**config.mk**
```make
export PLATFORM = sky130hd
export DESIGN_NAME = shiftadd_mul
export DESIGN_NICKNAME = d
export VERILOG_FILES = /design/src/rtl/shiftadd_mul_pkg.sv /design/src/rtl/mul_shreg.sv /design/src/rtl/mul_datapath.sv /design/src/rtl/mul_ctrl.sv /design/src/rtl/shiftadd_mul.sv
export SDC_FILE = /design/constraint.sdc
export NUM_CORES = 1
export LEC_CHECK = 0
export BUFFER_PORTS_ARGS = -buffer_cell sky130_fd_sc_hd__buf_4
export CORE_UTILIZATION = 43
export CTS_CLUSTER_SIZE = 28
export DETAILED_ROUTE_END_ITERATION = 6
export SLEW_MARGIN = 20
export SYNTH_ARGS = -nofsm -noshare
export SYNTH_HDL_FRONTEND = slang
export SYNTH_SLANG_ARGS = --single-unit
export TNS_END_PERCENT = 10
```
**constraint.sdc**
```tcl
create_clock -name clk -period 2.3 [get_ports clk]
set_input_delay 0.46 -clock clk [delete_from_list [all_inputs] [get_ports clk]]
set_output_delay 0.46 -clock clk [all_outputs]
set_load 0.02 [all_outputs]
```
**src/rtl/shiftadd_mul_pkg.sv**
```systemverilog
package shiftadd_mul_pkg;
  typedef enum logic [1:0] {
    ST_IDLE = 2'd0,
    ST_TEST = 2'd1,
    ST_STEP = 2'd2,
    ST_DONE = 2'd3
  } mul_state_e;
endpackage

```
**src/rtl/mul_shreg.sv**
```systemverilog
module mul_shreg #(
  parameter int W          = 8,
  parameter bit SHIFT_LEFT = 1'b1
) (
  input  logic         clk,
  input  logic         rst,
  input  logic         load,
  input  logic         shift,
  input  logic [W-1:0] din,
  output logic [W-1:0] q
);
  logic [W-1:0] shifted;

  generate
    if (SHIFT_LEFT) begin : g_left
      assign shifted = {q[W-2:0], 1'b0};
    end else begin : g_right
      assign shifted = {1'b0, q[W-1:1]};
    end
  endgenerate

  always_ff @(posedge clk) begin
    if (rst)        q <= '0;
    else if (load)  q <= din;
    else if (shift) q <= shifted;
  end
endmodule

```
**src/rtl/mul_datapath.sv**
```systemverilog
module mul_datapath #(
  parameter int W = 8
) (
  input  logic           clk,
  input  logic           rst,
  input  logic           load,
  input  logic           step,
  input  logic [W-1:0]   a,
  input  logic [W-1:0]   b,
  output logic [2*W-1:0] prod,
  output logic           mplier_zero
);
  localparam int PW = 2 * W;

  logic [PW-1:0] mcand_q;
  logic [W-1:0]  mplier_q;
  logic [PW-1:0] sum;
  logic [PW-1:0] prod_d;

  mul_shreg #(.W(PW), .SHIFT_LEFT(1'b1)) u_mcand (
    .clk(clk), .rst(rst), .load(load), .shift(step),
    .din({{W{1'b0}}, a}), .q(mcand_q)
  );

  mul_shreg #(.W(W), .SHIFT_LEFT(1'b0)) u_mplier (
    .clk(clk), .rst(rst), .load(load), .shift(step),
    .din(b), .q(mplier_q)
  );

  assign sum         = prod + mcand_q;
  assign mplier_zero = (mplier_q == '0);

  always_comb begin
    if (load)                   prod_d = '0;
    else if (step && mplier_q[0]) prod_d = sum;
    else                        prod_d = prod;
  end

  always_ff @(posedge clk) begin
    if (rst) prod <= '0;
    else     prod <= prod_d;
  end


  mplier_shift_chk: assert property (@(posedge clk) disable iff (rst)
    step |=> (mplier_q == ($past(mplier_q) >> 1)));

  load_capture_chk: assert property (@(posedge clk) disable iff (rst)
    load |=> (prod == '0) && (mplier_q == $past(b)));
endmodule

```
**src/rtl/mul_ctrl.sv**
```systemverilog
module mul_ctrl
  import shiftadd_mul_pkg::*;
(
  input  logic       clk,
  input  logic       rst,
  input  logic       start,
  input  logic       mplier_zero,
  output mul_state_e state,
  output logic       in_ready,
  output logic       step,
  output logic       valid
);
  mul_state_e nxt;

  always_comb begin
    nxt = state;
    unique case (state)
      ST_IDLE: if (start) nxt = ST_TEST;
      ST_TEST: nxt = mplier_zero ? ST_DONE : ST_STEP;
      ST_STEP: nxt = ST_TEST;
      ST_DONE: nxt = ST_IDLE;
      default: nxt = ST_IDLE;
    endcase
  end

  always_ff @(posedge clk) begin
    if (rst) state <= ST_IDLE;
    else     state <= nxt;
  end

  assign in_ready = (state == ST_IDLE);
  assign step     = (state == ST_STEP);
  assign valid    = (state == ST_DONE);


  done_leaves_chk: assert property (@(posedge clk) disable iff (rst)
    (state == ST_DONE) |=> (state == ST_IDLE));

  step_returns_chk: assert property (@(posedge clk) disable iff (rst)
    (state == ST_STEP) |=> (state == ST_TEST));

  idle_hold_chk: assert property (@(posedge clk) disable iff (rst)
    (state == ST_IDLE && !start) |=> (state == ST_IDLE));

  zero_exit_chk: assert property (@(posedge clk) disable iff (rst)
    (state == ST_TEST && mplier_zero) |=> (state == ST_DONE));

  accept_test_chk: assert property (@(posedge clk) disable iff (rst)
    (state == ST_IDLE && start) |=> (state == ST_TEST));
endmodule

```
**src/rtl/shiftadd_mul.sv**
```systemverilog
module shiftadd_mul
  import shiftadd_mul_pkg::*;
#(
  parameter int WIDTH = 8
) (
  input  logic             clk,
  input  logic             rst,
  input  logic             start,
  output logic             in_ready,
  input  logic [WIDTH-1:0] a,
  input  logic [WIDTH-1:0] b,
  output logic [2*WIDTH-1:0] r,
  output logic             valid,
  output logic [1:0]       state
);
  localparam int PW = 2 * WIDTH;

  mul_state_e    st;
  logic          step;
  logic          load;
  logic          mplier_zero;
  logic [PW-1:0] prod;

  assign load = start & in_ready;

  mul_ctrl u_ctrl (
    .clk(clk), .rst(rst), .start(start), .mplier_zero(mplier_zero),
    .state(st), .in_ready(in_ready), .step(step), .valid(valid)
  );

  mul_datapath #(.W(WIDTH)) u_dp (
    .clk(clk), .rst(rst), .load(load), .step(step),
    .a(a), .b(b), .prod(prod), .mplier_zero(mplier_zero)
  );

  assign r     = prod;
  assign state = st;


  one_strobe_chk: assert property (@(posedge clk) disable iff (rst)
    valid |=> !valid);

  idle_hold_r_chk: assert property (@(posedge clk) disable iff (rst)
    (in_ready && !start) |=> $stable(r));

  ready_idle_chk: assert property (@(posedge clk) disable iff (rst)
    in_ready |-> (state == 2'd0));
endmodule

```
### Word level (Yosys, flattened, before mapping)

Index checks and enable logic that the tools add are counted.

* bits in registers: 42
* input port bits: 19

* reductions and logical operators: 5
* add/sub/neg operators: 1
* eq/ne operators: 4
* multiplexer cells: 7
* bitwise logic cells: 1

Operators with widths (number)
* 2-to-1 mux 8 bit: 4
* adder 16 bit: 1
* logical NOT 8 bit: 1
* one-hot mux 2 bit (4 select lines): 1
* equality test 2 bit, second input constant: 2
* equality test 2 x 1 -> 1 bit, second input constant: 1
* logical NOT 2 bit: 1
* 2-to-1 mux 2 bit: 1
* != test 2 bit, second input constant: 1
* nonzero test 2 bit: 1
* OR reduction 2 bit: 1
* bitwise AND 1 bit: 1
* logical AND 1 bit: 1
* 2-to-1 mux 1 bit: 1

### Depth between registers and ports, before layout

Gate-level depths: netlist of the first run.

* word-level depth: 3
* depth in mapped cells: 8
* mapped depth without buffers: 8

### By module

From an unflattened synthesis of the first run, not the netlist that was laid out.

* cells, all modules: 288
* area total of the unflattened synthesis: 2591.2 µm²

Modules (own cells, without submodules)
* mul_datapath: sequential area each 320.3 µm², area each 1360.1 µm², cells each 172, times used 1
* mul_shreg at u_dp.u_mcand: sequential area each 320.3 µm², area each 764.5 µm², cells each 71, times used 1
* mul_shreg at u_dp.u_mplier: sequential area each 160.2 µm², area each 369.1 µm², cells each 35, times used 1
* mul_ctrl: sequential area each 40.0 µm², area each 91.3 µm², cells each 9, times used 1
* shiftadd_mul: sequential area each 0.0 µm², area each 6.3 µm², cells each 1, times used 1

### Least setup slack after synthesis of the first run

OpenSTA, ideal clock, no wires.

* path kind: flip-flop to flip-flop
* start: reg u_dp.prod[0]
* end: reg u_dp.prod[10]
* slack: 0.141 ns
* arrival: 2.037 ns
* stages on the path, launching flop included: 9
* buffers on the path: 0
* clock period less this slack: 2.159 ns
* cell sequence: dfxtp_1 -> ha_1 -> fa_1 -> a211oi_1 -> o21ai_0 -> a21boi_1 -> o21ai_0 -> xnor2_1 -> o21ai_0

* longest elaborated chain between the ends: 1

Ends and longest elaborated chain
* start: declaration: RTL line mul_datapath.sv:10 `output logic [2*W-1:0] prod,`
* start signal: assignment: RTL line mul_datapath.sv:41 `else prod <= prod_d;`
* adder 16 bit: RTL line mul_datapath.sv:30 `assign sum = prod + mcand_q;`

No other way between the ends.
A chain may end at the register's enable or synchronous reset.

### Final worst setup path of the first run

Same ends and word-level chain as after synthesis.

==> qor.csv, run 1 <==
metric,value,unit
first-pass GRT wire length,9273,um
largest cells by area after synthesis,"dfxtp_1 (36%), ha_1 (8.1%), a21oi_1 (7.7%), nand2_1 (7.1%), o22ai_1 (3.8%)",
CP Launch Point,u_dp.prod[0],
Max Clock Freq,0.4872,GHz
reg2reg start,u_dp.prod[0],
Synth Flop Type,dfxtp_1,
clk slew on worst S/H paths,0.08,ns
DR iter-0 viols,75,
Clock Power Share,36.6,%
leak pwr,0.001228,uW
syn_nets,322,
die width,75.55,um
Sw Pwr,428.3,uW
Critical Path RT,2.52,ns
Starting Density,44.97,%
WL final,5568,um
cell mode on critical path,o21ai_0,
Post-synth EDFFs,0,
clk root buf,clkbuf_8,
Mean Syn Cell Area,8.104,um^2
peak fanout along the critical path,3,
CP peak stage delay,0.39,ns
Global Route Usage Sum,21.60,%
Seq pwr share,49.7,%
vias per cell,5.394,
Setup CP Type,reg2reg,
PD cells,565.2,mW/mm^2
Die Span Y,75.55,um
DR DRC count,0,
Overflow after GRT,0,
post-route ant nets,0,
"Cell Chain, Critical Path","ha_1, fa_2, a211oi_2, o21ai_1, a21boi_1, o21ai_0, xnor2_1, o21ai_0",
Post-CTS Setup Bufs,0,
Non-Filler Instances,401,
Post-DP HPWL,4170,um
most frequent cells in the layout,"buf_4 (48), nand2_1 (44), dfxtp_1 (42)",
CTS Buffer Depth,2,
post-synthesis sequential area ratio,36.15,%
WL/cell,13.89,um
post-synthesis register bit count,42,
"commonest non-fill, non-tap cell in the layout",buf_4,
"area leader, netlist",dfxtp_1,
largest net degree at the start of global routing,19,
Slew @ Worst Pin,0.4796,ns
placed cell count,393,
TNS Setup,0,ns
Max Cap Viol,0,
number of global-route vias before repair,1951,
Yosys warnings,0,
layout cells sized above 1,20.85,%
post-synth top area share,36.15,%
r2r endpoint,u_dp.prod[10],
Total Nets Final,365,
CP Launch Type,register,
flop-to-flop setup slack,0.25,ns
# diodes,0,
CTS tree,built,
"Slowest-stage cell, CP",fa_2,
IO Pins,39,
library cells used by synthesis,46,
logic gate share of total power,13.6,%
fill count,505,
synthesized cell area,0.002326,mm^2
fin crit share,89.25,%
Switching Fraction,26.66,%
cell count after synthesis,287,
initial antenna violation count,0,
first drt pass iteration count,4,
post-layout minimum cycle time,2.053,ns
RSZ-0062 raised after global routing,no,
Syn-to-layout area delta,22.22,%
CP top delay family,compound AO/OA/AOI/OAI gates,
Setup Viol. Count Final,0,
maximum VDD drop,0.0002919,V
CP Capture Type,register,
Crit path buffers/inverters,0,
PortBufs,38,
htree depth,2,
Internal Power,1178,uW
Max-slew headroom,68.02,%
TritonCTS Sinks,42,
Worst Path Arrival,2.28,ns
worst skew pair latency,0.30,ns
end of the critical path,u_dp.prod[10],
row cnt,26,
Min-Delay Path Class,in2reg,
Worst path depth,8,
Clock Skew,0.006295,ns
Post-synth ARST share,0,%
status,finished clean,
gpl congestion,0.8331,
TritonCTS buffer count,5,
core area,0.005172,mm^2
Max Slew Vio Count,0,
die footprint,0.005707,mm^2
worst-case reg-to-reg path depth,8,
Final Hold Viols,0,
via count,2163,
stage by stage:
stage	hold WS, ns	util, %	setup WS (ns)	power, uW	area [um^2]
2_1_floorplan	0.4452	-	0.1412	955.1	2326
3_3_place_gp	0.4554	52.69	0.1384	1034	2725
3_5_place_dp	0.4679	52.69	0.1103	1035	2725
4_1_cts	0.4150	54.81	0.08051	1630	2835
5_1_grt	0.4357	54.96	0.06904	1686	2843
6_report	0.4371	54.96	0.2473	1607	2843
flip-flops by register name (all words and copies together), names as in the netlist:
signal           count
u_dp.u_mplier.q      8
u_dp.u_mcand.q      16
u_dp.prod           16
u_ctrl.state         2
power by group through the flow:
stage	logic [uW]	registers [uW]	clock network, uW
floorplan	151	804	0
global placement	219	815	0
detailed placement	219	816	0
CTS	219	798	613
global route	244	805	637
finish	219	799	589
final cells by class:
cell class | instances | area (um^2) | area share, %
well taps | 70 | 87.58 | 3.081
clock inverters | 2 | 37.54 | 1.320
repair buffers | 48 | 360.3 | 12.68
flip-flops and latches | 42 | 840.8 | 29.58
inverters | 12 | 45.04 | 1.585
multi-input cells | 221 | 1399 | 49.21
clock buffers | 6 | 72.57 | 2.553
what timing repair did:
item / in CTS / in global routing
hold buffers: 0 / 0
setup endpoints to repair: 0 / 4
gates resized for setup: 0 / 3
worst reg2reg max path: cells and delay by family, from the launching register on:
kind                     cells  cell delay (ns)
XOR/XNOR                     1             0.14
adder cells (fa/ha/maj)      2             0.63
AO/OA/AOI/OAI                5             0.91
flip-flops                   1             0.33
cell usage after synthesis (2+ instances only):
cell      number
a211oi_1       6
a21o_1         6
a21oi_1       36
a21oi_2        2
a221oi_1       5
a32oi_1        2
and3_1         2
buf_1          2
buf_2          3
clkbuf_1       7
dfxtp_1       42
ha_1          15
inv_1         11
mux2i_1        3
nand2_1       44
nand2b_1       2
nand3_1       10
nor2_1        19
nor2_2         2
nor3_1         5
nor4_1         2
o21a_1         2
o21ai_0       11
o221ai_1       6
o22ai_1       14
xnor2_1        7
xor2_1         2
kinds of logic (layout without fill, tap and decap cells):
| logic type | after synthesis | in the layout | synth area share, % |
|---|---|---|---|
| compound gates | 101 | 101 | 28.94 |
| xor+xnor | 9 | 9 | 3.389 |
| fa+ha+maj | 16 | 16 | 8.930 |
| buf+inv | 24 | 68 | 4.034 |
| flops | 42 | 42 | 36.15 |
| mux | 3 | 3 | 1.291 |
| simple gates | 92 | 92 | 17.27 |
metal layers:
layer	global-route usage [%]	wire (um)	up-vias
met4	6.790	74	0
li1	-	-	1138
met3	4.101	164	7
met2	34.72	2588	43
met5	0	0	-
met1	29.34	2741	975
how the worst min path moves through the flow:
stage | start | endpoint | depth (start not counted)
after floorplan | u_dp.u_mcand.q[15] | u_dp.u_mcand.q[15] | 2
after global placement | u_dp.prod[15] | u_dp.prod[15] | 2
after detailed placement | u_dp.u_mcand.q[9] | u_dp.u_mcand.q[10] | 2
after CTS | a[0] | u_dp.u_mcand.q[0] | 3
after global routing | rst | u_ctrl.state[0] | 2
final | rst | u_ctrl.state[0] | 2
Power figures use the tool's default switching activity.
==> run 2: changes to the inputs <==
Settings changed: GPL_ROUTABILITY_DRIVEN set to 1, GPL_TIMING_DRIVEN set to 0.
==> qor.csv, run 2 (synthesized netlist as in run 1, its figures left out) <==
metric,value,unit,change
vias per cell,5.572,,+3.3%
placed inst area,0.002691,mm^2,-1.2%
Internal Power,1201,uW,+1.9%
die footprint,0.005707,mm^2,unchanged
CTS tree,built,,
Worst Path Arrival,2.34,ns,+0.06 ns
hold wc startpoint,a[0],,
first drt pass iteration count,4,,unchanged
CP top delay family,compound AO/OA/AOI/OAI gates,,
Crit path buffers/inverters,0,,unchanged
worst skew pair latency,0.30,ns,about the same
die width,75.55,um,unchanged
"Cell Chain, Critical Path","ha_1, fa_2, a211oi_2, o21ai_1, a21boi_2, o21ai_0, xnor2_1, o21ai_0",,
Design Power,1631,uW,+1.5%
Final Hold Viols,0,,unchanged
via count,2240,,+3.6%
"Design Area, Final",0.002823,mm^2,-0.70%
leak pwr,0.001210,uW,-1.5%
status,finished clean,,
Clock Power Share,37.3,%,+0.7 points
DR DRC count,0,,unchanged
Seq pwr share,48.7,%,-1.0 points
Total Nets Final,367,,+0.55%
maximum VDD drop,0.0003072,V,+5.2%
clk root buf,clkbuf_8,,
WL/cell,14.77,um,+6.4%
Clock Skew,0.006290,ns,-0.000004300 ns
Max Clock Freq,0.4737,GHz,-2.8%
"Slowest-stage cell, CP",fa_2,,
reg2reg start,u_dp.u_mcand.q[0],,
DR iter-0 viols,93,,+24%
biggest regs,"u_dp.prod x16, u_dp.u_mcand.q x16, u_dp.u_mplier.q x8",,
Critical Path RT,2.53,ns,about the same
first-pass GRT wire length,9777,um,+5.4%
Die Span Y,75.55,um,unchanged
TritonCTS Sinks,42,,unchanged
largest net degree at the start of global routing,13,,-6
cell mode on critical path,o21ai_0,,
CTS Buffer Depth,2,,unchanged
RSZ-0062 raised after global routing,no,,
Max Slew Vio Count,0,,unchanged
htree depth,2,,unchanged
PD cells,578.0,mW/mm^2,+2.3%
peak fanout along the critical path,3,,unchanged
Global Route Usage Sum,22.95,%,+1.3 points
core area,0.005172,mm^2,unchanged
initial antenna violation count,0,,unchanged
number of global-route vias before repair,2066,,+5.9%
clk slew on worst S/H paths,0.08,ns,about the same
Starting Density,44.97,%,unchanged
Syn-to-layout area delta,21.36,%,
CP Launch Point,u_dp.u_mcand.q[0],,
post-route ant nets,0,,unchanged
row cnt,26,,unchanged
layout cells sized above 1,18.98,%,-1.9 points
IO Pins,39,,unchanged
Sw Pwr,430.1,uW,+0.41%
post-layout minimum cycle time,2.111,ns,+0.05852 ns
CP peak stage delay,0.39,ns,about the same
WL final,5937,um,+6.6%
Slew @ Worst Pin,0.5803,ns,+0.1007 ns
fin crit share,91.79,%,+2.5 points
Setup CP Type,reg2reg,,
WHS,0.4260,ns,-0.01115 ns
Post-DP HPWL,4285,um,+2.8%
"commonest non-fill, non-tap cell in the layout",nand2_1,,
PortBufs,37,,-2.6%
final core occ,54.57,%,-0.39 points
TritonCTS buffer count,5,,unchanged
Min-Delay Path Class,in2reg,,
most frequent cells in the layout,"nand2_1 (44), dfxtp_1 (42), buf_4 (38)",,
Max-slew headroom,61.31,%,-6.7 points
Overflow after GRT,0,,unchanged
Switching Fraction,26.36,%,-0.30 points
CP Launch Type,register,,
logic gate share of total power,14.0,%,+0.4 points
# diodes,0,,unchanged
Setup Viol. Count Final,0,,unchanged
CP Capture Type,register,,
Max Cap Viol,0,,unchanged
gpl congestion,0.8386,,+0.66%
-- run 2: cell types whose count changed in the layout (fill, tap and decap cells not counted) --
cell        previous run  this run
buf_1                  0         2
buf_2                  0         3
clkbuf_8               5         6
a21boi_2               1         2
clkbuf_1               1         7
buf_4                 48        38
clkinvlp_4             1         0
a21boi_1               1         0
-- run 2: per-layer routing --
layer  global-route usage, %  up-vias  part of all wire [%]
li1                        -     1137                     -
met1                   30.11     1049                    48
met2                   38.10       48                    47
met3                   5.026        6                   4.0
met4                   6.379        0                   1.1
met5                       0        -                     0
-- run 2: power by group through the flow --
stage	clock [uW]	combinational [uW]	sequential [uW]
after floorplan	0	151	804
after global placement	0	225	811
after detailed placement	0	227	811
after CTS	622	229	794
after global routing	649	253	800
final	609	228	795
-- run 2: timing repair --
action                                  CTS  global route
hold buffers                              0             0
setup buffers                             0             1
endpoints found under the hold margin     0             0
pin swaps                                 0             2
gates resized for setup                   1             3
endpoints found under the setup margin    3             4
-- run 2: path summary, 6_finish.rpt --
check,to,slack (ns),depth (start not counted)
setup reg to reg,u_dp.prod[10],0.19,8
hold / removal,u_dp.u_mcand.q[0],0.43,3
hold reg to reg,u_dp.u_mcand.q[15],0.48,2
setup / recovery,u_dp.prod[10],0.19,8
-- run 2: worst register-to-register path: cells and delay by family, from the launching register on --
kind                       cells  cell delay [ns]
xor gates and xnor gates       1             0.14
AOI/OAI and AO/OA              5             0.92
adders and majority gates      2             0.63
DFF                            1             0.35
-- run 2: cell type report --
type	count	area [um^2]
timing repair buffer	38	285.3
clock buffer	6	82.58
fill	514	2350
sequential	42	840.8
clock inverter	1	30.03
tap	70	87.58
inverter	12	45.04
buffer	12	48.80
multi-input combinational	221	1403
-- run 2: through the flow --
stage	std cells	setup slack, ns	setup TNS, ns
final	402	0.1887	0
after global routing	402	0.001906	0
after CTS	401	0.01335	0
after detailed placement	394	-0.05102	-0.07814
after global placement	394	-0.04074	-0.04954
after floorplan	287	0.1412	0
